File: config.mk
export PLATFORM = sky130hd
export DESIGN_NAME = tone_cadence_ctrl
export DESIGN_NICKNAME = d
export VERILOG_FILES = /design/src/rtl/tcad_pkg.sv /design/src/rtl/tcad_regs.sv /design/src/rtl/tcad_timer.sv /design/src/rtl/tcad_irq.sv /design/src/rtl/tone_cadence_ctrl.sv
export SDC_FILE = /design/constraint.sdc
export NUM_CORES = 1
export LEC_CHECK = 0
export BUFFER_PORTS_ARGS = -buffer_cell sky130_fd_sc_hd__buf_2
export CORE_ASPECT_RATIO = 1.75
export CORE_UTILIZATION = 55
export CTS_CLUSTER_SIZE = 30
export DETAILED_ROUTE_END_ITERATION = 8
export GPL_TIMING_DRIVEN = 0
export PLACE_DENSITY = 0.76
export SLEW_MARGIN = 0
export SYNTH_ARGS = -nofsm -noshare
export SYNTH_HDL_FRONTEND = slang
export SYNTH_SLANG_ARGS = --single-unit
File: constraint.sdc
create_clock -name clk -period 3.38 [get_ports clk]
set_clock_uncertainty 0.05 [all_clocks]
set_input_delay 0.845 -clock clk [delete_from_list [all_inputs] [get_ports clk]]
set_output_delay 0.845 -clock clk [all_outputs]
set_load 0.005 [all_outputs]
File: src/rtl/tcad_pkg.sv
`timescale 1ns/1ps
// Shared constants and types for the tone cadence controller.
// Assumes exactly two generators; the pending/enable bit order depends on it.
package tcad_pkg;
    localparam int unsigned NUM_GEN = 2;
    localparam int unsigned NUM_EVT = 2 * NUM_GEN;
    localparam int unsigned ADDR_W  = 3;

    localparam logic [ADDR_W-1:0] ADDR_CTRL = 3'd0;
    localparam logic [ADDR_W-1:0] ADDR_IEN  = 3'd1;
    localparam logic [ADDR_W-1:0] ADDR_STAT = 3'd2;
    localparam logic [ADDR_W-1:0] ADDR_RLD0 = 3'd4;

    typedef enum logic {
        PH_ACTIVE   = 1'b0,
        PH_INACTIVE = 1'b1
    } phase_e;
endpackage

File: src/rtl/tcad_regs.sv
`timescale 1ns/1ps
// Holds the generator enables and the four period lengths.
// Assumes the lengths sit at consecutive addresses from ADDR_RLD0,
// in the order gen*2 + phase.
module tcad_regs
    import tcad_pkg::*;
#(
    parameter int unsigned REG_W = 16
) (
    input  logic                              clk,
    input  logic                              rst_n,
    input  logic                              wr_en,
    input  logic [ADDR_W-1:0]                 addr,
    input  logic [REG_W-1:0]                  wdata,
    output logic [NUM_GEN-1:0]                gen_en,
    output logic [NUM_EVT-1:0][REG_W-1:0]     reload
);

    // Control register: one enable bit per generator.
    always_ff @(posedge clk) begin
        if (!rst_n) begin
            gen_en <= '0;
        end else if (wr_en && addr == ADDR_CTRL) begin
            gen_en <= wdata[NUM_GEN-1:0];
        end
    end

    for (genvar r = 0; r < NUM_EVT; r++) begin : g_rld
        localparam logic [ADDR_W-1:0] RLD_ADDR = ADDR_W'(int'(ADDR_RLD0) + r);

        // Length register for one timer.
        always_ff @(posedge clk) begin
            if (!rst_n) begin
                reload[r] <= '0;
            end else if (wr_en && addr == RLD_ADDR) begin
                reload[r] <= wdata;
            end
        end
    end

endmodule

File: src/rtl/tcad_timer.sv
`timescale 1ns/1ps
// Cadence engine for one generator: on/off timers that alternate.
// Assumes lengths are counted in sample ticks. A zero length disables
// cadencing, so the gate follows the enable alone.
module tcad_timer
    import tcad_pkg::*;
#(
    parameter int unsigned CNT_W = 16
) (
    input  logic             clk,
    input  logic             rst_n,
    input  logic             tick,
    input  logic             enable,
    input  logic [CNT_W-1:0] act_len,
    input  logic [CNT_W-1:0] inact_len,
    output logic             gate,
    output logic [1:0]       expire
);

    phase_e           ph_q;
    logic [CNT_W-1:0] cnt_q;
    logic [CNT_W-1:0] cur_len;
    logic             cad_on;
    logic             last;
    logic             step;

    // Decode which timer runs and whether this tick ends its period.
    always_comb begin
        cad_on  = (act_len != '0) && (inact_len != '0);
        cur_len = (ph_q == PH_ACTIVE) ? act_len : inact_len;
        last    = ({1'b0, cnt_q} + (CNT_W + 1)'(1)) >= {1'b0, cur_len};
        step    = enable && cad_on && tick;
    end

    // Phase and count; disabled or non-cadenced returns to on-period start.
    always_ff @(posedge clk) begin
        if (!rst_n) begin
            ph_q  <= PH_ACTIVE;
            cnt_q <= '0;
        end else if (!enable || !cad_on) begin
            ph_q  <= PH_ACTIVE;
            cnt_q <= '0;
        end else if (tick) begin
            if (last) begin
                ph_q  <= (ph_q == PH_ACTIVE) ? PH_INACTIVE : PH_ACTIVE;
                cnt_q <= '0;
            end else begin
                cnt_q <= cnt_q + CNT_W'(1);
            end
        end
    end

    // Expiry pulses (bit 0 on-period, bit 1 off-period) and the gate.
    always_comb begin
        expire[0] = step && last && (ph_q == PH_ACTIVE);
        expire[1] = step && last && (ph_q == PH_INACTIVE);
        gate      = enable && (!cad_on || ph_q == PH_ACTIVE);
    end

endmodule

File: src/rtl/tcad_irq.sv
`timescale 1ns/1ps
// Interrupt enable and pending flags with write-one-to-clear.
// Assumes a set event outranks a clear of the same bit in one cycle.
module tcad_irq
    import tcad_pkg::*;
(
    input  logic               clk,
    input  logic               rst_n,
    input  logic               ien_wr,
    input  logic               stat_wr,
    input  logic [NUM_EVT-1:0] wbits,
    input  logic [NUM_EVT-1:0] set_evt,
    output logic [NUM_EVT-1:0] ien,
    output logic [NUM_EVT-1:0] stat,
    output logic               irq
);

    logic [NUM_EVT-1:0] clr_mask;

    // Bits a status write asks to clear.
    always_comb begin
        clr_mask = stat_wr ? wbits : '0;
    end

    // Interrupt enable register.
    always_ff @(posedge clk) begin
        if (!rst_n) begin
            ien <= '0;
        end else if (ien_wr) begin
            ien <= wbits;
        end
    end

    // Pending flags: clear first, then OR in new events.
    always_ff @(posedge clk) begin
        if (!rst_n) begin
            stat <= '0;
        end else begin
            stat <= (stat & ~clr_mask) | set_evt;
        end
    end

    // Request line from enabled pending flags.
    always_comb begin
        irq = |(stat & ien);
    end

endmodule

File: src/rtl/tone_cadence_ctrl.sv
`timescale 1ns/1ps
// Top of the tone cadence controller: register port, two cadence engines
// and interrupt logic. Assumes reg_rdata is sampled by the host while
// reg_addr is held. Addresses not decoded read as zero.
module tone_cadence_ctrl
    import tcad_pkg::*;
#(
    parameter int unsigned REG_W = 16
) (
    input  logic                 clk,
    input  logic                 rst_n,
    input  logic                 sample_tick,
    input  logic                 reg_wr,
    input  logic [ADDR_W-1:0]    reg_addr,
    input  logic [REG_W-1:0]     reg_wdata,
    output logic [REG_W-1:0]     reg_rdata,
    output logic [NUM_GEN-1:0]   tone_gate,
    output logic                 irq
);

    logic [NUM_GEN-1:0]            gen_en;
    logic [NUM_EVT-1:0][REG_W-1:0] reload;
    logic [NUM_EVT-1:0]            evt;
    logic [NUM_EVT-1:0]            int_en;
    logic [NUM_EVT-1:0]            int_stat;

    tcad_regs #(.REG_W(REG_W)) u_regs (
        .clk    (clk),
        .rst_n  (rst_n),
        .wr_en  (reg_wr),
        .addr   (reg_addr),
        .wdata  (reg_wdata),
        .gen_en (gen_en),
        .reload (reload)
    );

    for (genvar g = 0; g < NUM_GEN; g++) begin : g_gen
        tcad_timer #(.CNT_W(REG_W)) u_tmr (
            .clk       (clk),
            .rst_n     (rst_n),
            .tick      (sample_tick),
            .enable    (gen_en[g]),
            .act_len   (reload[2*g]),
            .inact_len (reload[2*g+1]),
            .gate      (tone_gate[g]),
            .expire    (evt[2*g +: 2])
        );
    end

    tcad_irq u_irq (
        .clk     (clk),
        .rst_n   (rst_n),
        .ien_wr  (reg_wr && reg_addr == ADDR_IEN),
        .stat_wr (reg_wr && reg_addr == ADDR_STAT),
        .wbits   (reg_wdata[NUM_EVT-1:0]),
        .set_evt (evt),
        .ien     (int_en),
        .stat    (int_stat),
        .irq     (irq)
    );

    // Read-back multiplexer over all registers.
    always_comb begin
        reg_rdata = '0;
        case (reg_addr)
            ADDR_CTRL: reg_rdata = REG_W'(gen_en);
            ADDR_IEN:  reg_rdata = REG_W'(int_en);
            ADDR_STAT: reg_rdata = REG_W'(int_stat);
            default: begin
                for (int r = 0; r < NUM_EVT; r++) begin
                    if (reg_addr == ADDR_W'(int'(ADDR_RLD0) + r)) begin
                        reg_rdata = reload[r];
                    end
                end
            end
        endcase
    end

endmodule

* Word-level counts from Yosys, hierarchy flattened *
Index checks and enable logic that the tools add are counted.

storage, ports and cells
  bits in registers = 108
  output and inout bits = 19
  logic and storage cells = 81

cells by class
  muxes and demuxes = 12
  order comparisons = 2
  bitwise logic cells = 7
  $add $sub $neg = 4
  reduce and logical (&&, ||, !) cells = 39
  equality and inequality tests = 6

operators by type and width
  kind                                           count
  two-way mux 16 bit                             8
  nonzero test 16 bit                            4
  case mux 16 bit (3 select lines)               1
  adder 16 x 1 -> 17 bit, second input constant  2
  greater-or-equal comparator 17 x 16 -> 1 bit   2
  adder 16 x 1 -> 16 bit, second input constant  2
  logical AND 1 bit                              21
  == test 3 bit, second input constant           4
  bitwise AND 4 bit                              2
  logical NOT 1 bit                              4
  logical OR 1 bit                               4
  two-way mux 4 bit                              1
  NOT 4 bit                                      1
  OR 4 bit                                       1
  AND reduction 2 bit                            2
  OR reduction 2 bit                             2
  OR reduction 4 bit                             1
  == test 3 x 1 -> 1 bit, second input constant  1
  == test 3 x 2 -> 1 bit, second input constant  1
  logical NOT 3 bit                              1
  NOT 1 bit                                      3
  two-way mux 1 bit                              2

* Longest topological paths before layout *
  depth in word-level cells = 7
  mapped depth = 16

* Cells and area by module *
From an unflattened synthesis, not the netlist that was laid out.

second synthesis, totals
  cells, all modules = 766
  area, all modules = 6871.6 um2

modules (own cells, without submodules)
  module                        area each (um2)  cells an instance  instances
  tcad_regs                     2444.8           235                1
  tcad_timer at g_gen[1].u_tmr  1766.7           222                1
  tcad_timer at g_gen[0].u_tmr  1645.3           208                1
  tone_cadence_ctrl             699.4            69                 1
  tcad_irq                      315.3            32                 1

* Worst setup path after synthesis *
OpenSTA, ideal clock, no wires.

  kind = reg2reg
  start = reg g_gen[1].u_tmr.cnt_q[0]
  end = reg g_gen[1].u_tmr.cnt_q[3]
  arrival time = 3.181 ns
  setup slack = 0.073 ns
  cell stages (with the launch flop) = 16
  cells stage by stage = dfxtp_1 ha_1 nand3_1 or3_1 buf_2 nor2_1 xnor2_1 ha_1 a21oi_2 o21ai_1 a21o_1 a211o_1 a221oi_4 buf_6 nand4_1 a31oi_1

on the way
  longest elaborated chain between the ends = 3
  elaborated cells on any way between the ends = 4
  those cells by class = add/sub: 2; order compare: 1; mux: 1

RTL lines
  what                                          line              RTL
  start, declared                               tcad_timer.sv:21  logic [CNT_W-1:0] cnt_q;
  start signal, assigned                        tcad_timer.sv:48  cnt_q <= cnt_q + CNT_W'(1);
  adder 16 x 1 -> 17 bit                        tcad_timer.sv:31  last = ({1'b0, cnt_q} + (CNT_W + 1)'(1)) >= {1'b0, cur_len};
  greater-or-equal comparator 17 x 16 -> 1 bit  tcad_timer.sv:31
  two-way mux 16 bit *                          tcad_timer.sv:44  if (last) begin

Every way passes the cells marked *; elsewhere a longest branch is shown, timed or not.
A chain may end at the register's enable or synchronous reset.

* Final worst setup path *
  start = reg g_gen[1].u_tmr.cnt_q[1]
  end = reg g_gen[1].u_tmr.cnt_q[0]

on the way
  longest elaborated chain between the ends = 3

RTL lines
  what                                          line
  adder 16 x 1 -> 17 bit                        tcad_timer.sv:31
  greater-or-equal comparator 17 x 16 -> 1 bit  tcad_timer.sv:31
  two-way mux 16 bit                            tcad_timer.sv:44

Every way passes these cells.

==> results.toml <==
[die]
initial_core_util_pct = 56.4
dieArea_sq_um = 12300
core_area_sq_um = 11600
dieWidth_microns = 84.4
dieHeight_microns = 146
io_pins = 42
core.rowCount = 52

[sta]
timing.hold.ws_ns = 0.425
timing.final.ws_setup_ns = -0.0777
setup_violations = 10
hold_violations = 0
rsz0062_at_grt = "true"
fmax_mhz = 289
drv_slew = 0
setup-tns-final_ns = -0.447
tightest_slew_ns = 0.826
slew_headroom_pct = 44.5
min_period_ns = 3.46
post-route-period-util_pct = 102

[setup_path]
path_cells = "ha_4 > nand3_4 > or3_4 > nor2_4 > xnor2_2 > ha_1 > a21oi_2 > o21ai_1 > a21o_1 > a211o_1 > a221oi_4 > buf_6 > buf_12 > buf_8 > nand4b_1 > a21oi_2"
critPathKind = "register to register"
cp_common_cell = "a21oi_2"
crit_slowest_cell = "or3_4"
crit_buf_inv = 3
crit_family = "compound AO/OA/AOI/OAI gates"
critPathArrivalTime_ns = 3.69
max_stage_delay_ns = 0.45
cp_max_fo = 5
worstSetupStartpointType = "register"
worstPathRequired_ns = 3.61
end_kind = "register"

[layout]
antennaDiodeCount = 0
fillers = 940
layout_common_cells = "nand2_1, dfxtp_1, a21boi_0"
layout-drive-gt1-share_pct = 19.7
regArea_sq_um = 2180
stdcell_area_sq_um = 7720
area_delta_synth_final_pct = 18.3
fin_nets = 919
final_common_cell = "nand2_1"
multi_input_comb_area_sq_um = 4340

[power]
irDropWorstVdd_mv = 0.315
power_frac_comb_pct = 13.4
p_per_area_nw_per_um2 = 350
finalPower_w = 0.00270
clockPowerShare_pct = 38.0
p_switching_w = 0.000741
p_seq_share_pct = 48.5
power.share.switching_pct = 27.4
p_int_w = 0.00196
p_leak_nw = 2.72

[synthesis]
synth.top_cells.by_area = "dfxtp_1, nand2_1, a21boi_0"
synth_area_sq_um = 6530
synth-edff-count = 0
synth_cell_types = 55
ys_seq_area_share_pct = 33.1
ys.flop_type = "dfxtp_1"
ys_ff_latch = 108
synthArstFlopShare_pct = 0
synth_warnings = 0
yosys.area.top_type = "dfxtp_1"
synth.top_cell.area_share_pct = 33.1
netlist_instances = 787
avgSynthCellArea_sq_um = 8.29
syn-num-nets = 844

[run_status]
violations = "design-rule violations, negative setup slack"
outcome = "finished with violations"

[global_route]
grt_pass1_vias = 6146
grt_pass1_wl_microns = 32700
use_met2_pct = 63.7
gr-max-usage-layer = "met2"
grtUsageMet1_pct = 37.2
met3_usage_pct = 5.03
antenna_found_initial = 0
grt_max_degree = 20
grt_overflow = 0
grt.total_usage_pct = 35.1

[place]
placed_area_sq_um = 6880
port_buffers = 37
dpl.hpwl_microns = 16000
gp_congestion = 1.01

[route]
dr_total_vias = 6261
postRouteAntennaNets = 0
drcViolationCount = 1
via_per_inst = 6.25
wl_per_cell_microns = 21.5
drt_wl_total_microns = 21500
drt_iter0_drc = 356
dr.pass1.iters = 7

[cts]
clk_latency_ns = 0.36
clock_sinks = 108
cts_inserted_buffers = 9
cts_root_buf = "clkbuf_16"
cts_max_level = 3
clk_pin_slew_ns = 0.07
clockBufferDepth = 2
cts_tree = "done"

[job]
cap_violations = 0

[hold_path]
hp-class = "register to register"
[final timing paths]
check	start	to	slack (ns)	cells past startpoint
setup / recovery	g_gen[1].u_tmr.cnt_q[1]	g_gen[1].u_tmr.cnt_q[0]	-0.08	16
hold reg to reg	g_gen[1].u_tmr.cnt_q[12]	g_gen[1].u_tmr.cnt_q[12]	0.42	2
setup reg to reg	g_gen[1].u_tmr.cnt_q[1]	g_gen[1].u_tmr.cnt_q[0]	-0.08	16
hold / removal	g_gen[1].u_tmr.cnt_q[12]	g_gen[1].u_tmr.cnt_q[12]	0.42	2
[cell usage after synthesis, types with 16 or more instances]
cell and instances:
clkbuf_1 36, mux2i_1 38, dfxtp_1 108, nor2_1 22, nand2_1 195, a21oi_1 36, ha_1 34, a21boi_0 64
nand3_1 35, nor4_1 18, mux4_2 16, xnor2_1 18, nand4_1 21, and2_1 16
[flip-flops by register name, indices dropped and copies added, names as in the netlist]
name and count:
g_gen.u_tmr.cnt_q 32, g_gen.u_tmr.ph_q 2, u_irq.ien 4, u_irq.stat 4
u_regs.gen_en 2, u_regs.reload 64
[worst register-to-register path, stage by stage (launching register included)]
cell      delay (ns)
dfxtp_4         0.38
ha_4            0.15
nand3_4         0.08
or3_4           0.45
nor2_4          0.15
xnor2_2         0.15
ha_1            0.31
a21oi_2         0.14
o21ai_1         0.08
a21o_1          0.18
a211o_1         0.30
a221oi_4        0.30
buf_6           0.19
buf_12          0.11
buf_8           0.10
nand4b_1        0.12
a21oi_2         0.14
[power groups by stage]
stage	Clock, W	Sequential, W	Combinational (W)
after floorplan	0	0.00133	0.000181
after detailed placement	0	0.00134	0.000274
after CTS	0.00103	0.00131	0.000338
final	0.00103	0.00131	0.000363
after global routing	0.00108	0.00131	0.000385
after global placement	0	0.00134	0.000269
[logic make-up after synthesis]
| kind of cell | synth area share, % |
|---|---|
| xor gates and xnor gates | 3.76 |
| DFF | 33.1 |
| AOI/OAI and AO/OA | 15.9 |
| buffers and inverters | 4.10 |
| muxes | 11.7 |
| adders and majority gates | 6.52 |
| and+or+nand+nor | 24.9 |
[per-stage QoR]
step / utilization (%) / setup WS [ns] / std cells
floorplan: - / 0.0727 / 787
global placement: 59.4 / -0.390 / 959
detailed placement: 59.4 / -0.487 / 959
CTS: 64.4 / -0.00827 / 987
global route: 66.7 / -0.221 / 1001
finish: 66.7 / -0.0777 / 1001
[per-layer routing]
| layer | share of wire (%) | wire length, microns |
|---|---|---|
| met5 | 0 | 0 |
| met3 | 5.1 | 1110 |
| met4 | 6.5 | 1390 |
| met1 | 36 | 7760 |
| met2 | 52 | 11300 |
[layout make-up]
type                    count  area share, %
plain buffers              47           3.08
clock buffers               9           2.92
clock inverters             6          0.713
inverters                   9          0.438
multi-input cells         619           56.2
flip-flops and latches    108           28.3
well taps                 135           2.19
repair buffers             68           6.17
[repair_timing]
item | CTS | global route
endpoints found under the setup margin | 48 | 40
endpoints found under the hold margin | 0 | 0
gates cloned | 3 | 0
pin swaps | 16 | 37
gates resized for setup | 48 | 45
hold buffers | 0 | 0
buffers inserted | 11 | 17
Note: power is estimated with default switching activity, not from simulation.
